`config.mk`:
```
export PLATFORM = sky130hd
export DESIGN_NAME = uart_rate_gen
export DESIGN_NICKNAME = d
export VERILOG_FILES = /design/src/rtl/uart_rate_gen.sv
export SDC_FILE = /design/constraint.sdc
export NUM_CORES = 1
export LEC_CHECK = 0
export CAP_MARGIN = 40
export CORE_UTILIZATION = 60
export DETAILED_ROUTE_END_ITERATION = 7
export DONT_BUFFER_PORTS = 1
export GPL_TIMING_DRIVEN = 1
export PLACE_DENSITY = 0.77
export SLEW_MARGIN = 25
export SYNTH_ARGS = -nofsm -noshare
export SYNTH_HDL_FRONTEND = slang
export SYNTH_SLANG_ARGS = --single-unit
```
`constraint.sdc`:
```
create_clock -name clk -period 2.3 [get_ports clk]
set_input_delay 0.23 -clock clk [delete_from_list [all_inputs] [get_ports clk]]
set_output_delay 0.23 -clock clk [all_outputs]
set_load 0.005 [all_outputs]
```
`src/rtl/uart_rate_gen.sv`:
```
module uart_rate_gen #(
  parameter int SEL_W   = 4,
  parameter int MAX_SEL = 11,
  parameter int CNT_W   = 8,
  parameter int MIN_CNT = 8,
  parameter int SETTLE  = 2
) (
  input  logic             clk,
  input  logic             rst_n,
  input  logic             en,
  input  logic             wr_sel,
  input  logic [SEL_W-1:0] sel_wdata,
  input  logic             wr_cnt,
  input  logic [CNT_W-1:0] cnt_wdata,
  output logic             ready,
  output logic             bit_tick,
  output logic             half_tick
);
  localparam int PRE_W = (MAX_SEL > 0) ? MAX_SEL : 1;
  localparam int ST_W  = $clog2(SETTLE + 1);

  logic [SEL_W-1:0] sel_q;
  logic [CNT_W-1:0] cnt_q;
  logic [PRE_W-1:0] pre_q;
  logic [CNT_W-1:0] div_q;
  logic             phase_q;
  logic [ST_W-1:0]  settle_q;
  logic             ready_q;

  wire restart = wr_sel | wr_cnt | ~en;

  wire [SEL_W-1:0] sel_clamp = (sel_wdata > SEL_W'(MAX_SEL)) ? SEL_W'(MAX_SEL) : sel_wdata;
  wire [CNT_W-1:0] cnt_clamp = (cnt_wdata < CNT_W'(MIN_CNT)) ? CNT_W'(MIN_CNT) : cnt_wdata;

  wire [PRE_W-1:0] pre_mask = ~({PRE_W{1'b1}} << sel_q);
  wire basic   = en & (pre_q == pre_mask);
  wire div_end = ready_q & basic & (div_q == cnt_q - CNT_W'(1));

  assign half_tick = div_end & ~phase_q;
  assign bit_tick  = div_end & phase_q;
  assign ready     = ready_q;

  always_ff @(posedge clk) begin
    if (!rst_n) begin
      sel_q <= '0;
      cnt_q <= CNT_W'(MIN_CNT);
    end else begin
      if (wr_sel) sel_q <= sel_clamp;
      if (wr_cnt) cnt_q <= cnt_clamp;
    end
  end

  always_ff @(posedge clk) begin
    if (!rst_n || restart) begin
      pre_q    <= '0;
      div_q    <= '0;
      phase_q  <= 1'b0;
      settle_q <= ST_W'(SETTLE);
      ready_q  <= 1'b0;
    end else begin
      pre_q <= basic ? '0 : pre_q + PRE_W'(1);
      if (!ready_q) begin
        if (basic) begin
          if (settle_q == ST_W'(1)) ready_q <= 1'b1;
          settle_q <= settle_q - ST_W'(1);
        end
      end else if (basic) begin
        if (div_end) begin
          div_q   <= '0;
          phase_q <= ~phase_q;
        end else begin
          div_q <= div_q + CNT_W'(1);
        end
      end
    end
  end

  AST_SEL_CEIL: assert property (@(posedge clk) disable iff (!rst_n)
    sel_q <= SEL_W'(MAX_SEL));
  AST_CNT_FLOOR: assert property (@(posedge clk) disable iff (!rst_n)
    cnt_q >= CNT_W'(MIN_CNT));
  AST_DIV_BOUND: assert property (@(posedge clk) disable iff (!rst_n)
    div_q < cnt_q);
  AST_NO_COINCIDE: assert property (@(posedge clk) disable iff (!rst_n)
    !(bit_tick && half_tick));
  AST_BIT_SINGLE: assert property (@(posedge clk) disable iff (!rst_n)
    bit_tick |=> !bit_tick);
  AST_HALF_SINGLE: assert property (@(posedge clk) disable iff (!rst_n)
    half_tick |=> !half_tick);
  AST_TICK_READY: assert property (@(posedge clk) disable iff (!rst_n)
    (bit_tick || half_tick) |-> ready);
  AST_WR_DROPS_READY: assert property (@(posedge clk) disable iff (!rst_n)
    (wr_sel || wr_cnt) |=> !ready);
  AST_EN_LOW_QUIET: assert property (@(posedge clk) disable iff (!rst_n)
    !en |=> (!ready && !bit_tick && !half_tick));
endmodule

```
==> results.md, run 1 <==
- Die height: 60.9 um
- Vias in the first global route: 1642
- Slew Viols, Final: 0
- CTS sink count: 35
- Rel. slew slack: 68.3%
- Cell taking the most area after synthesis: dfxtp_1
- Synth Warn #: 0
- Global route overflow: 0
- F_max: 0.440 GHz
- # H-tree levels: 2
- Final Net Count: 288
- Root buf cell: clkbuf_4
- Post-DR vias/cell: 5.84
- Max-cap violation count: 0
- Crit path time final: 2.27 ns
- GRT Overall Usage: 24.9%
- PortBufs: 0
- Peak supply drop: 364 uV
- Worst-path cell chain: or2_1 > or4_4 > a32oi_4 > nand4_4 > buf_6 > or4b_1 > a21oi_2
- Final ANT Viol Nets: 0
- Top cells by area, synth: dfxtp_1, a21oi_1, xor2_1
- Worst Hold Class: in2reg
- Core area: 3340 um^2
- WL final: 4.41 mm
- 1st-iter DRT viols: 97
- Post-DP HPWL: 3.02 mm
- Synth Area per Inst: 8.36 um^2
- RSZ-0062 raised after global routing: yes
- CP startpoint kind: flop
- Sequential-to-total area share from yosys stat: 33.7%
- Crit. End Element: flop
- Synthesized cell area: 2080 um^2
- Synth Register Bits: 35
- Synth Net Count: 270
- Synth unique cells: 49
- # fillers: 268
- Row count: 21
- Worst Path Buf+Inv: 1
- CP Max Fanout: 10
- Critical path's largest stage delay: 0.52 ns
- Status: finished, final reports clean
- Detailed-router iteration count before antenna repair: 4
- P_leak: 0.000887 uW
- Via count: 1834
- Fin crit share: 98.8%
- Ant diodes: 0
- Layout cells sized above 1: 19.8%
- Clk Latency, worst-skew pair: 0.34 ns
- Post-synth EDFFs: 0
- Fin. Hold Viols: 0
- DRC Markers: 0
- Die width: 60.9 um
- GPL Wtd Cong: 0.822
- Fin Clk Skew: 0.00820 ns
- First-pass GRT wire length: 6.84 mm
- Area delta synth->final: 16.3%
- Hold slack: 0.0130 ns
- Cells after Synth: 249
- Worst EP arrival: 2.54 ns
- Starting Density: 62.4%
- Area of the multi-input gates: 1370 um^2
- Initial antenna violation count: 0
- CTS tree: done
- Critical Path RT: 2.57 ns
- Slowest-stage cell, CP: or4b_1
- # setup viols final: 0
- Most used flip-flop cell after synthesis: dfxtp_1
- Register area: 706 um^2
- Clock Pin Slew Worst Setup and Hold Paths: 0.11 ns
- Longest Clk Path Bufs: 2
- Wire per inst: 14.0 um
- I/O pin cnt: 20
- Power per Cell Area: 486 nW/um^2
- Largest net degree at the start of global routing: 14
- Pwr Total: 1180 uW
- Die ar.: 3710 um^2
- CTS Buf Count: 5
- Crit path max-delay family: simple AND/OR/NAND/NOR gates
- Async SR Flop Fraction: 0%
- Worst Tran Pin Value: 0.475 ns
- Crit Path Category: reg2reg
- Area share of the largest cell type after synthesis: 33.7%
worst register-to-register path: cells and delay by family, from the launching register on:
| kind | cells | cell delay (ns) |
|---|---|---|
| compound gates | 2 | 0.39 |
| flops | 1 | 0.32 |
| simple gates | 4 | 1.33 |
| buf+inv | 1 | 0.16 |
stage by stage:
step	worst slack, ns	cell area [um^2]	setup TNS (ns)	instances	utilization, %
after detailed placement	0.0160	2190	0	296	65.5
final	0.0279	2420	0	314	72.6
after floorplan	0.227	2080	0	249	-
after CTS	-0.00181	2340	-0.00181	311	70.2
after global placement	0.100	2190	0	296	65.5
after global routing	-0.0673	2420	-0.237	314	72.6
cell usage after synthesis (all sizes together), types with 2 or more instances:
library cell and number:
dfxtp 35, a21oi 21, nand2 15, nor2 14, nand3 11, nor2b 11, o21ai 11, xor2 11
inv 10, and2 9, a22oi 7, clkbuf 7, xnor2 7, and3 6, buf 5, mux2i 5
nand2b 5, or4b 5, ha 4, nand4 4, nor3 4, nor4 3, o21a 3, o22ai 3
or2 3, or4 3, a211oi 2, nor3b 2, o2111ai 2, o211ai 2, o31ai 2, or3 2
or3b 2
cells by family after synthesis:
| kind of cell | after synthesis | synth area share [%] |
|---|---|---|
| AND/OR/NAND/NOR | 100 | 28.2 |
| XOR/XNOR | 18 | 7.57 |
| adder cells (fa/ha/maj) | 4 | 2.40 |
| multiplexers | 6 | 2.94 |
| buffers and inverters | 22 | 4.27 |
| flip-flops | 35 | 33.7 |
| AO/OA/AOI/OAI | 64 | 20.9 |
flip-flops by register name (all words and copies together), names as in the netlist:
name      flops
cnt_q         8
pre_q        11
ready         1
div_q         8
settle_q      2
phase_q       1
sel_q         4
cells in the final DEF (no fill, tap or decap), types with 7 or more instances in the layout:
master,n
nor2b_1,11
a22oi_1,7
xnor2_1,7
nand2_1,15
nand3_1,11
and2_1,9
xor2_1,11
a21oi_1,19
o21ai_0,11
nor2_1,14
dfxtp_1,31
inv_1,10
buf_4,19
where the power goes:
part | leakage (uW) | switching, uW | internal [uW] | total, uW
registers | 0.000286 | 17.2 | 620 | 637
clock network | 0.0000386 | 200 | 180 | 380
logic | 0.000563 | 76.0 | 83.2 | 159
layer usage:
layer / wire [um] / global-route usage (%) / up-vias
met3: 117 / 6.61 / 5
met5: 0 / 0 / -
met1: 1960 / 27.3 / 875
li1: - / - / 932
met2: 2280 / 45.7 / 22
met4: 53 / 9.42 / 0
final cells by class:
| type | count | share of cell area [%] |
|---|---|---|
| Multi-Input combinational cell | 192 | 56.5 |
| Clock buffer | 8 | 2.84 |
| Inverter | 10 | 1.55 |
| Timing Repair Buffer | 23 | 7.59 |
| Sequential cell | 35 | 29.1 |
| Tap cell | 46 | 2.38 |
path summary, 6_finish.rpt:
kind / from / to / slack, ns / depth (start not counted)
worst max-delay path: sel_q[3] / div_q[3] / 0.03 / 7
worst min register to register: settle_q[0] / settle_q[0] / 0.50 / 2
worst min-delay path: rst_n / cnt_q[6] / 0.01 / 1
worst max register to register: sel_q[3] / div_q[3] / 0.03 / 7
repair_timing:
action / CTS / global route
endpoints found under the hold margin: 6 / 1
gates cloned: 0 / 0
resized for setup: 9 / 12
buffers inserted: 5 / 2
hold buffers: 2 / 1
pin swaps: 4 / 3
endpoints found under the setup margin: 3 / 8
Power figures use the tool's default switching activity.
==> run 2: changes to the inputs <==
--- a/config.mk
+++ b/config.mk
@@ -5,6 +5,8 @@
 export SDC_FILE = /design/constraint.sdc
 export NUM_CORES = 1
 export LEC_CHECK = 0
+export ABC_AREA = 1
+export ABC_CLOCK_PERIOD_IN_PS = 2300
 export CAP_MARGIN = 40
 export CORE_UTILIZATION = 60
 export DETAILED_ROUTE_END_ITERATION = 7
==> results.md, run 2 <==
- RR Startpoint: sel_q[3] (unchanged)
- Cells after Synth: 309 (was 249)
- Crit Path Category: reg2out (was reg2reg)
- Crit path time final: 2.12 ns (was 2.27 ns)
- F_max: 0.471 GHz (was 0.440 GHz)
- 1st-iter DRT viols: 132 (was 97)
- Final TNS setup: 0 ns (unchanged)
- PortBufs: 0 (unchanged)
- Initial antenna violation count: 0 (unchanged)
- Max reg flops: 11 (unchanged)
- Cell with the most instances after synthesis: nand2_1 (was dfxtp_1)
- CTS tree: done (unchanged)
- Worst EP arrival: 1.89 ns (was 2.54 ns)
- CTS Buf Count: 5 (unchanged)
- Final Net Count: 339 (was 288)
- I/O pin cnt: 20 (unchanged)
- Most common cell after layout, fill and taps aside: nand2_1 (was dfxtp_1)
- Top cells by area, synth: dfxtp_1, nand2_1, nand3_1 (was dfxtp_1, a21oi_1, xor2_1)
- Synth unique cells: 31 (was 49)
- Vias in the first global route: 1640 (was 1642)
- Fin Clk Skew: 0.0130 ns (was 0.00820 ns)
- Area share of the largest cell type after synthesis: 34.5% (was 33.7%)
- CP Max Fanout: 10 (unchanged)
- Root buf cell: clkbuf_4 (unchanged)
- CP startpoint kind: flop (unchanged)
- Clock Pin Slew Worst Setup and Hold Paths: 0.10 ns (was 0.11 ns)
- Layout cells sized above 1: 11.0% (was 19.8%)
- Die height: 60.1 um (was 60.9 um)
- Rel. slew slack: 73.0% (was 68.3%)
- Worst-path cell chain: inv_4 > nand2_1 > nand2_1 > nand2_1 > nor2_2 > nand3_2 > nor2_4 > nand3_4 > nor2_4 > inv_1 > nor2_2 (was or2_1 > or4_4 > a32oi_4 > nand4_4 > buf_6 > or4b_1 > a21oi_2)
- Final ANT Viol Nets: 0 (unchanged)
- Detailed-router iteration count before antenna repair: 4 (unchanged)
- RSZ-0062 raised after global routing: no (was yes)
- Most frequent cells in the layout: nand2_1, inv_1, nor2_1 (was dfxtp_1, a21oi_1, buf_4)
- Global route overflow: 0 (unchanged)
- # H-tree levels: 2 (unchanged)
- Reg with most FFs: pre_q (unchanged)
- Fin. Hold Viols: 0 (unchanged)
- Cell taking the most area after synthesis: dfxtp_1 (unchanged)
- Async SR Flop Fraction: 0% (unchanged)
- P_leak: 0.000902 uW (was 0.000887 uW)
- Top cell by count, worst path: nand2_1
- Slew Viols, Final: 0 (unchanged)
- Synth Warn #: 0 (unchanged)
- Top flop regs: pre_q: 11 flops, cnt_q: 8 flops, div_q: 8 flops (unchanged)
- Core area: 3130 um^2 (was 3340 um^2)
- Post-synth top cells: nand2_1, inv_1, nor2_1, dfxtp_1, nand3_1 (was dfxtp_1, a21oi_1, nand2_1, nor2_1)
- Finished layout cell area: 2210 um^2 (was 2420 um^2)
- Fin crit share: 92.4% (was 98.8%)
- GRT Overall Usage: 24.6% (was 24.9%)
- Crit. End Element: output port (was flop)
- Starting Density: 64.8% (was 62.4%)
- Synthesized cell area: 2030 um^2 (was 2080 um^2)
- Worst Hold Class: in2reg (unchanged)
- Critical path's largest stage delay: 0.40 ns (was 0.52 ns)
- Synth Net Count: 330 (was 270)
- Ant diodes: 0 (unchanged)
- Post-DR vias/cell: 5.26 (was 5.84)
- Sequential-to-total area share from yosys stat: 34.5% (was 33.7%)
- First-pass GRT wire length: 6.61 mm (was 6.84 mm)
- Wire per inst: 11.5 um (was 14.0 um)
- Peak supply drop: 369 uV (was 364 uV)
- Placed inst area: 2070 um^2 (was 2190 um^2)
- DRC Markers: 0 (unchanged)
- Worst Reg-to-Reg Cells: 13 (was 7)
- R2R Setup Slk: 0.51 ns (was 0.03 ns)
- Synth Area per Inst: 6.56 um^2 (was 8.36 um^2)
- Post-DP HPWL: 3.15 mm (was 3.02 mm)
- Hold Crit Start: cnt_wdata[5] (was rst_n)
- # setup viols final: 0 (unchanged)
- WL final: 4.19 mm (was 4.41 mm)
- Via count: 1910 (was 1834)
- Hold path cells: 1 (unchanged)
- Most used flip-flop cell after synthesis: dfxtp_1 (unchanged)
- Synth Register Bits: 35 (unchanged)
- Final cell count without fillers: 363 (was 314)
- Largest net degree at the start of global routing: 12 (was 14)
- Worst Tran Pin Value: 0.402 ns (was 0.475 ns)
- Area delta synth->final: 8.82% (was 16.3%)
- Slowest-stage cell, CP: dfxtp_2 (was or4b_1)
- Clk Latency, worst-skew pair: 0.34 ns (about the same)
- Critical Path RT: 2.07 ns (was 2.57 ns)
- Power per Cell Area: 528 nW/um^2 (was 486 nW/um^2)
- Inst Count DP: 351 (was 296)
- Row count: 20 (was 21)
- Die width: 60.1 um (was 60.9 um)
- Longest Clk Path Bufs: 2 (unchanged)
- CTS sink count: 35 (unchanged)
- Die ar.: 3620 um^2 (was 3710 um^2)
- Status: finished, final reports clean (unchanged)
- Max-cap violation count: 0 (unchanged)
- Hold endpoint: cnt_q[5] (was cnt_q[6])
- FF-to-FF End: div_q[3] (unchanged)
- Post-synth EDFFs: 0 (unchanged)
- GPL Wtd Cong: 1.02 (was 0.822)
[run 2: cell types whose count changed after synthesis, moves of 7 or more]
cell      delta
nor2b_1     -11
nand3_1     +22
clkbuf_1     -7
nor2_1      +26
and2_1       -9
inv_1       +33
nand2_1     +60
a22oi_1      -7
[run 2: logic make-up (layout without fill, tap and decap cells)]
group / Yosys count / count (layout) / synth area share (%)
AO/OA/AOI/OAI: 34 / 34 / 9.87
XOR/XNOR: 7 / 7 / 3.02
adder cells (fa/ha/maj): 4 / 4 / 2.47
buffers and inverters: 50 / 60 / 9.75
flip-flops: 35 / 35 / 34.5
AND/OR/NAND/NOR: 179 / 179 / 40.3
[run 2: area by class of cell]
cell class / count / area (um^2)
multi-input combinational: 224 / 1150
clock buffer: 8 / 68.8
tap: 44 / 55.1
fill: 296 / 921
timing repair buffer: 5 / 42.5
sequential: 35 / 706
inverter: 47 / 180
[run 2: power by group]
group / total, uW / leakage (uW) / switching (uW) / internal [uW]
Combinational: 149 / 0.000578 / 91.3 / 57.9
Clock: 375 / 0.0000386 / 195 / 180
Sequential: 641 / 0.000286 / 20.4 / 620
Total: 1160 / 0.000902 / 307 / 858
[run 2: worst max-delay path by stage]
| stage | from | endpoint | slack (ns) |
|---|---|---|---|
| after floorplan | cnt_q[0] | half_tick | 0.60 |
| after global placement | cnt_q[0] | half_tick | 0.40 |
| after detailed placement | cnt_q[0] | half_tick | 0.40 |
| after CTS | cnt_q[0] | half_tick | 0.001 |
| after global routing | sel_q[3] | bit_tick | 0.01 |
| final | sel_q[3] | half_tick | 0.18 |
[run 2: metal layers]
| layer | up-vias | share of wire, % | track usage, % |
|---|---|---|---|
| li1 | 1027 | - | - |
| met1 | 847 | 43 | 26.9 |
| met2 | 31 | 53 | 44.7 |
| met3 | 5 | 3.3 | 7.14 |
| met4 | 0 | 1.3 | 8.31 |
| met5 | - | 0 | 0 |
[run 2: timing repair]
item	CTS	global route
hold buffers	0	2
buffers inserted	0	2
endpoints found under the setup margin	0	2
endpoints found under the hold margin	0	2
gates resized for setup	0	11
[run 2: per-stage QoR]
| step | utilization, % | power [uW] | hold WS (ns) | setup slack (ns) |
|---|---|---|---|---|
| after global placement | 66.3 | 788 | 0.372 | 0.399 |
| after detailed placement | 66.3 | 789 | 0.372 | 0.395 |
| final | 70.6 | 1160 | 0.0208 | 0.176 |
| after CTS | 68.5 | 1160 | 0.00735 | 0.00132 |
| after global routing | 70.6 | 1230 | 0.000982 | 0.0135 |
| after floorplan | - | 765 | 0.369 | 0.604 |
[run 2: worst max-delay path, delay by kind of cell, from the launching register on]
kind,cells,cell delay [ns]
flip-flops,1,0.40
buffers and inverters,2,0.18
AND/OR/NAND/NOR,9,0.98
